===== config.mk =====
export PLATFORM = sky130hd
export DESIGN_NAME = bypass_hazard_ctl
export DESIGN_NICKNAME = d
export VERILOG_FILES = /design/src/rtl/hzd_pkg.sv /design/src/rtl/hzd_match.sv /design/src/rtl/hzd_pick.sv /design/src/rtl/hzd_stall.sv /design/src/rtl/bypass_hazard_ctl.sv
export SDC_FILE = /design/constraint.sdc
export NUM_CORES = 1
export LEC_CHECK = 0
export ABC_AREA = 1
export CELL_PAD_IN_SITES_DETAIL_PLACEMENT = 1
export CELL_PAD_IN_SITES_GLOBAL_PLACEMENT = 1
export CORE_MARGIN = 10
export CORE_UTILIZATION = 24
export CTS_CLUSTER_DIAMETER = 120
export DETAILED_ROUTE_END_ITERATION = 8
export PLACE_DENSITY = 0.95
export SETUP_SLACK_MARGIN = 0.15
export SYNTH_ARGS = -nofsm -noshare
export SYNTH_HDL_FRONTEND = slang
export SYNTH_SLANG_ARGS = --single-unit
export TNS_END_PERCENT = 20

===== constraint.sdc =====
create_clock -name clk -period 2.3 [get_ports clk]
set_input_delay 0.575 -clock clk [delete_from_list [all_inputs] [get_ports clk]]
set_output_delay 0.575 -clock clk [all_outputs]
set_load 0.005 [all_outputs]

===== src/rtl/hzd_pkg.sv =====
package hzd_pkg;
  typedef enum logic [1:0] {
    SEL_RF      = 2'd0,
    SEL_ALU_LAT = 2'd1,
    SEL_DM_LAT  = 2'd2
  } opsel_e;

  localparam int NUM_OPS = 2;
  localparam int NUM_STG = 3;
  localparam int STG_EX  = 0;
  localparam int STG_DM  = 1;
  localparam int STG_RW  = 2;
endpackage


===== src/rtl/hzd_match.sv =====
module hzd_match #(
  parameter int RW = 5
) (
  input  logic [RW-1:0] src,
  input  logic          use_i,
  input  logic [RW-1:0] dst,
  input  logic          wen,
  output logic          hit
);
  logic src_nz;
  assign src_nz = |src;
  assign hit    = use_i & src_nz & wen & (dst == src);
endmodule


===== src/rtl/hzd_pick.sv =====
module hzd_pick
  import hzd_pkg::*;
(
  input  logic   hit_ex,
  input  logic   hit_dm,
  input  logic   drop_ex,
  output opsel_e sel
);
  always_comb begin
    if (hit_ex)      sel = drop_ex ? SEL_RF : SEL_ALU_LAT;
    else if (hit_dm) sel = SEL_DM_LAT;
    else             sel = SEL_RF;
  end
endmodule


===== src/rtl/hzd_stall.sv =====
module hzd_stall
  import hzd_pkg::*;
#(
  parameter bit STORE_BYPASS   = 1'b1,
  parameter bit RF_WRITE_FIRST = 1'b1
) (
  input  logic [NUM_STG-1:0] hit_a,
  input  logic [NUM_STG-1:0] hit_b,
  input  logic               ex_load,
  input  logic               b_alu,
  output logic               stall,
  output logic               sd_take
);
  localparam bit WAIT_RW = !RF_WRITE_FIRST;

  logic load_a, load_b, need_b_alu, need_b_mem;
  logic wait_a, wait_b, rw_stall;

  assign load_a     = ex_load & hit_a[STG_EX];
  assign need_b_alu = ex_load & hit_b[STG_EX] & b_alu;
  assign need_b_mem = ex_load & hit_b[STG_EX] & ~b_alu;

  generate
    if (STORE_BYPASS) begin : g_late_sdata
      assign load_b  = need_b_alu;
      assign sd_take = need_b_mem;
    end else begin : g_no_late_sdata
      assign load_b  = need_b_alu | need_b_mem;
      assign sd_take = 1'b0;
    end
  endgenerate

  assign wait_a   = hit_a[STG_RW] & ~hit_a[STG_DM] & ~hit_a[STG_EX];
  assign wait_b   = hit_b[STG_RW] & ~hit_b[STG_DM] & ~hit_b[STG_EX];
  assign rw_stall = WAIT_RW & (wait_a | wait_b);

  assign stall = load_a | load_b | rw_stall;
endmodule


===== src/rtl/bypass_hazard_ctl.sv =====
module bypass_hazard_ctl
  import hzd_pkg::*;
#(
  parameter int REG_COUNT      = 32,
  parameter bit STORE_BYPASS   = 1'b1,
  parameter bit RF_WRITE_FIRST = 1'b1,
  localparam int RW            = $clog2(REG_COUNT)
) (
  input  logic          clk,
  input  logic          rst_n,
  input  logic [RW-1:0] dr_src_a,
  input  logic [RW-1:0] dr_src_b,
  input  logic          dr_use_a,
  input  logic          dr_use_b,
  input  logic          dr_b_is_sdata,
  input  logic [RW-1:0] ex_dst,
  input  logic          ex_wen,
  input  logic          ex_load,
  input  logic [RW-1:0] dm_dst,
  input  logic          dm_wen,
  input  logic [RW-1:0] rw_dst,
  input  logic          rw_wen,
  output logic [1:0]    alu_sel_a,
  output logic [1:0]    alu_sel_b,
  output logic          dm_sdata_fwd,
  output logic          front_hold,
  output logic          alu_bubble
);
  logic [RW-1:0]      src_v  [NUM_OPS];
  logic               use_v  [NUM_OPS];
  logic [RW-1:0]      dst_v  [NUM_STG];
  logic               wen_v  [NUM_STG];
  logic [NUM_STG-1:0] hit    [NUM_OPS];
  logic               drop_v [NUM_OPS];
  opsel_e             pick_v [NUM_OPS];
  opsel_e             sel_q  [NUM_OPS];

  logic stall, sd_take, sd_alu_q, sd_dm_q;

  assign src_v[0] = dr_src_a;
  assign src_v[1] = dr_src_b;
  assign use_v[0] = dr_use_a;
  assign use_v[1] = dr_use_b;
  assign dst_v[STG_EX] = ex_dst;
  assign dst_v[STG_DM] = dm_dst;
  assign dst_v[STG_RW] = rw_dst;
  assign wen_v[STG_EX] = ex_wen;
  assign wen_v[STG_DM] = dm_wen;
  assign wen_v[STG_RW] = rw_wen;

  generate
    for (genvar op = 0; op < NUM_OPS; op++) begin : g_op
      for (genvar st = 0; st < NUM_STG; st++) begin : g_stg
        hzd_match #(.RW(RW)) u_match (
          .src  (src_v[op]),
          .use_i(use_v[op]),
          .dst  (dst_v[st]),
          .wen  (wen_v[st]),
          .hit  (hit[op][st])
        );
      end
      hzd_pick u_pick (
        .hit_ex (hit[op][STG_EX]),
        .hit_dm (hit[op][STG_DM]),
        .drop_ex(drop_v[op]),
        .sel    (pick_v[op])
      );
    end
  endgenerate

  assign drop_v[0] = 1'b0;
  assign drop_v[1] = sd_take;

  hzd_stall #(
    .STORE_BYPASS  (STORE_BYPASS),
    .RF_WRITE_FIRST(RF_WRITE_FIRST)
  ) u_stall (
    .hit_a  (hit[0]),
    .hit_b  (hit[1]),
    .ex_load(ex_load),
    .b_alu  (~dr_b_is_sdata),
    .stall  (stall),
    .sd_take(sd_take)
  );

  always_ff @(posedge clk) begin
    if (!rst_n) begin
      sel_q[0] <= SEL_RF;
      sel_q[1] <= SEL_RF;
      sd_alu_q <= 1'b0;
      sd_dm_q  <= 1'b0;
    end else begin
      sd_dm_q <= sd_alu_q;
      if (stall) begin
        sel_q[0] <= SEL_RF;
        sel_q[1] <= SEL_RF;
        sd_alu_q <= 1'b0;
      end else begin
        sel_q[0] <= pick_v[0];
        sel_q[1] <= pick_v[1];
        sd_alu_q <= sd_take;
      end
    end
  end

  assign alu_sel_a    = sel_q[0];
  assign alu_sel_b    = sel_q[1];
  assign dm_sdata_fwd = sd_dm_q;
  assign front_hold   = stall & rst_n;
  assign alu_bubble   = stall & rst_n;
endmodule


==> run metrics, run 1 <==
status finished, violations left; failing checks setup timing; final setup vio count 6; pwr dens 310 mW/mm^2; commonest non-fill, non-tap cells in the layout buf_4 (26), nand2_1 (17), clkdlybuf4s50_1 (12), buf_6 (11), inv_1 (10); Final Critical Period 2460 ps; Max Cap Viol 0; DRC 0; Clock transition at path regs 40 ps; layout cells sized above 1 0.517; CTS H-tree depth 1; P_sw 0.000162 W; Die Ht 71.0 um; Avg Inst Size Synth 6.17 sq um; most common cell after layout, fill and taps aside buf_4; data arrival time of the critical path 2460 ps; max incr delay on CP 240 ps; mapped cell area 623 sq um; vias in the first global route 1128; PortBufs 34; Inserted Clock Buffers 3; HP Class flop to flop; via count 1028; Reg power frac 0.264; largest net degree at the start of global routing 6; initial DRC count 92; combinational share of power 0.467; Seq cells post-synth 6; reg2reg path depth 2; Seq/Total Area, Yosys 0.257; Worst EP required 2310 ps; initial antenna violation count 0; Cell Int Power 0.000293 W; Hold Crit Depth 2; crit path launch type input port; setup slack at placement -720 ps; clock share of power 0.269; Crit path max-delay family buffers and inverters; Clock Sinks 6; Adder-Cell Fraction of Synth Area 0; worst hold endpoint dm_sdata_fwd$_SDFF_PN0_; Root Buffer clkbuf_4; final worst slack -156 ps; Reg2Reg Capture Point dm_sdata_fwd$_SDFF_PN0_; Die W 71.0 um; drt first pass iters 4; # IOs 41; wire length on met1 1740 um; CP Capture Type flop; R2R setup slack 1800 ps; XOR/XNOR share of the synthesized area 0.0984; main combinational cell family by area after synthesis simple AND/OR/NAND/NOR gates; final core utilization 0.593; R2R Path Start sd_alu_q$_SDFF_PP0_; Clock Tree Buf Depth 2; first-pass GRT wire length 5960 um; Total GRT Usage 0.150; met2 routed WL 2450 um; Leak 0.712 nW; number of diodes 0; WL met3 280 um; worst path cell trace buf_2 -> xor2_1 -> nor2_1 -> nand4_1 -> buf_4 -> buf_6 -> buf_6 -> buf_6 -> buf_6 -> buf_6 -> buf_6 -> buf_6 -> buf_6 -> nand3_4 -> nor2_4; WS Path Type input port to flop; Top Layer Used met4; cell row count 18; Routability Congestion 0.845; Synth-to-Final Area Change 136%; Mapped Cells 101; complex-gate fraction of the synthesized area 0.127; core outline area 0.00248 sq mm; # hold bufs at CTS 0; CTS tree done; GRT overflow 0; simple-gate area share of the yosys netlist 0.398; Wirelength per Cell 22.5 um; nets 211; VDD IR max 0.298 mV; die area 0.00503 sq mm; Buf+Inv Stages, Crit Path 10; Total Routed Length 4630 um; Yosys cell types 21; Yosys Warn Count 0; CP Max Fanout 4; drt via density 4.99; Sw Ratio 0.356; post-synthesis mux area share 0; Hold WS 437 ps; Starting Density 0.252; unrepaired setup endpoints after global routing yes; Antenna Nets Post-Route 0; CP dominant cell by count buf_6; period utilisation layout 1.07; number of max-slew violations in the final report 0; Max Fclk 407 MHz; setup tns final -809 ps; worst-path cell with the longest stage delay nor2_1; worst hold start sd_alu_q$_SDFF_PP0_; clock skew 0.00303 ps; Skew-Pair Late Insertion Delay 260 ps; number of hold violations in the final report 0; hpwl dp 2090 um
==> sequential cells by signal, indices dropped and copies added (netlist names) <==
register	cells
sd_alu_q	1
dm_sdata_fwd	1
sel_q	4
==> tightest hold or removal path, stage by stage (launching register included) <==
cell     delay [ps]
dfxtp_1         310
nand2_1          60
inv_1            40
==> cell usage after synthesis <==
library cell	n	area share
nor2_2	2	0.020
or2_1	1	0.010
nand2_1	28	0.17
o21ai_0	4	0.032
o21ai_1	1	0.0080
dfxtp_1	2	0.064
inv_1	14	0.084
xor2_1	7	0.098
edfxtp_1	4	0.19
nor3_2	1	0.016
inv_2	3	0.018
or2_0	1	0.010
buf_4	1	0.012
nand3_1	4	0.032
nand3_2	2	0.032
a21boi_1	2	0.024
nor2_1	13	0.078
o21ai_2	1	0.014
nand4_1	3	0.030
a21oi_1	6	0.048
conb_1	1	0.0060
==> repair_timing <==
item | in CTS | in global routing
gates resized for setup | 101 | 45
cloned | 0 | 0
setup buffers | 23 | 4
pin swaps | 21 | 18
setup endpoints to repair | 2 | 6
==> logic make-up (layout without fill, tap and decap cells) <==
logic type | after synthesis | in the layout
other | 1 | 4
XOR/XNOR | 7 | 7
AO/OA/AOI/OAI | 14 | 14
flip-flops | 6 | 6
AND/OR/NAND/NOR | 55 | 55
buffers and inverters | 18 | 90
==> power by group through the flow <==
stage / Combinational [W] / Clock (W) / Sequential (W)
3_5_place_dp: 0.000135 / 0 / 0.000122
2_1_floorplan: 0.0000456 / 0 / 0.000122
6_report: 0.000212 / 0.000123 / 0.000120
4_1_cts: 0.000156 / 0.000120 / 0.000120
3_3_place_gp: 0.000130 / 0 / 0.000122
5_1_grt: 0.000224 / 0.000124 / 0.000121
==> stage by stage <==
stage	power, W	cell area [sq um]	instances
floorplan	0.000168	634	104
global placement	0.000251	1060	175
detailed placement	0.000257	1060	175
CTS	0.000396	1280	202
global route	0.000469	1470	206
finish	0.000455	1470	206
==> per-layer routing <==
layer	vias up	GRT usage
li1	466	-
met1	488	0.141
met2	60	0.271
met3	14	0.0363
met4	0	0.114
met5	-	0
==> final cells by class <==
| cell class | instances | area (sq um) |
|---|---|---|
| inverter | 17 | 73.8 |
| tap | 30 | 37.5 |
| timing repair buffer | 69 | 647 |
| fill | 310 | 1010 |
| multi-input combinational | 80 | 526 |
| sequential | 6 | 160 |
| clock buffer | 4 | 26.3 |
==> how the worst max path moves through the flow <==
stage	startpoint	to	depth (start not counted)	slack (ps)
3_5_place_dp	dr_src_b[1]	alu_bubble	10	-720
2_1_floorplan	ex_dst[3]	front_hold	7	310
6_report	ex_dst[2]	sel_q[0][2]$_SDFFCE_PN0P_	15	-160
4_1_cts	dr_src_b[1]	sel_q[0][2]$_SDFFCE_PN0P_	19	-4
5_1_grt	ex_dst[3]	alu_bubble	8	-150
3_3_place_gp	dr_src_a[3]	front_hold	8	-640
Power figures use the tool's default switching activity.
==> inputs of run 2 (changes only) <==
--- a/config.mk
+++ b/config.mk
@@ -6,6 +6,7 @@
 export NUM_CORES = 1
 export LEC_CHECK = 0
 export ABC_AREA = 1
+export CAP_MARGIN = 25
 export CELL_PAD_IN_SITES_DETAIL_PLACEMENT = 1
 export CELL_PAD_IN_SITES_GLOBAL_PLACEMENT = 1
 export CORE_MARGIN = 10
==> results of run 2 <==
No change in the layout: final DEF, timing and power equal those of run 1.
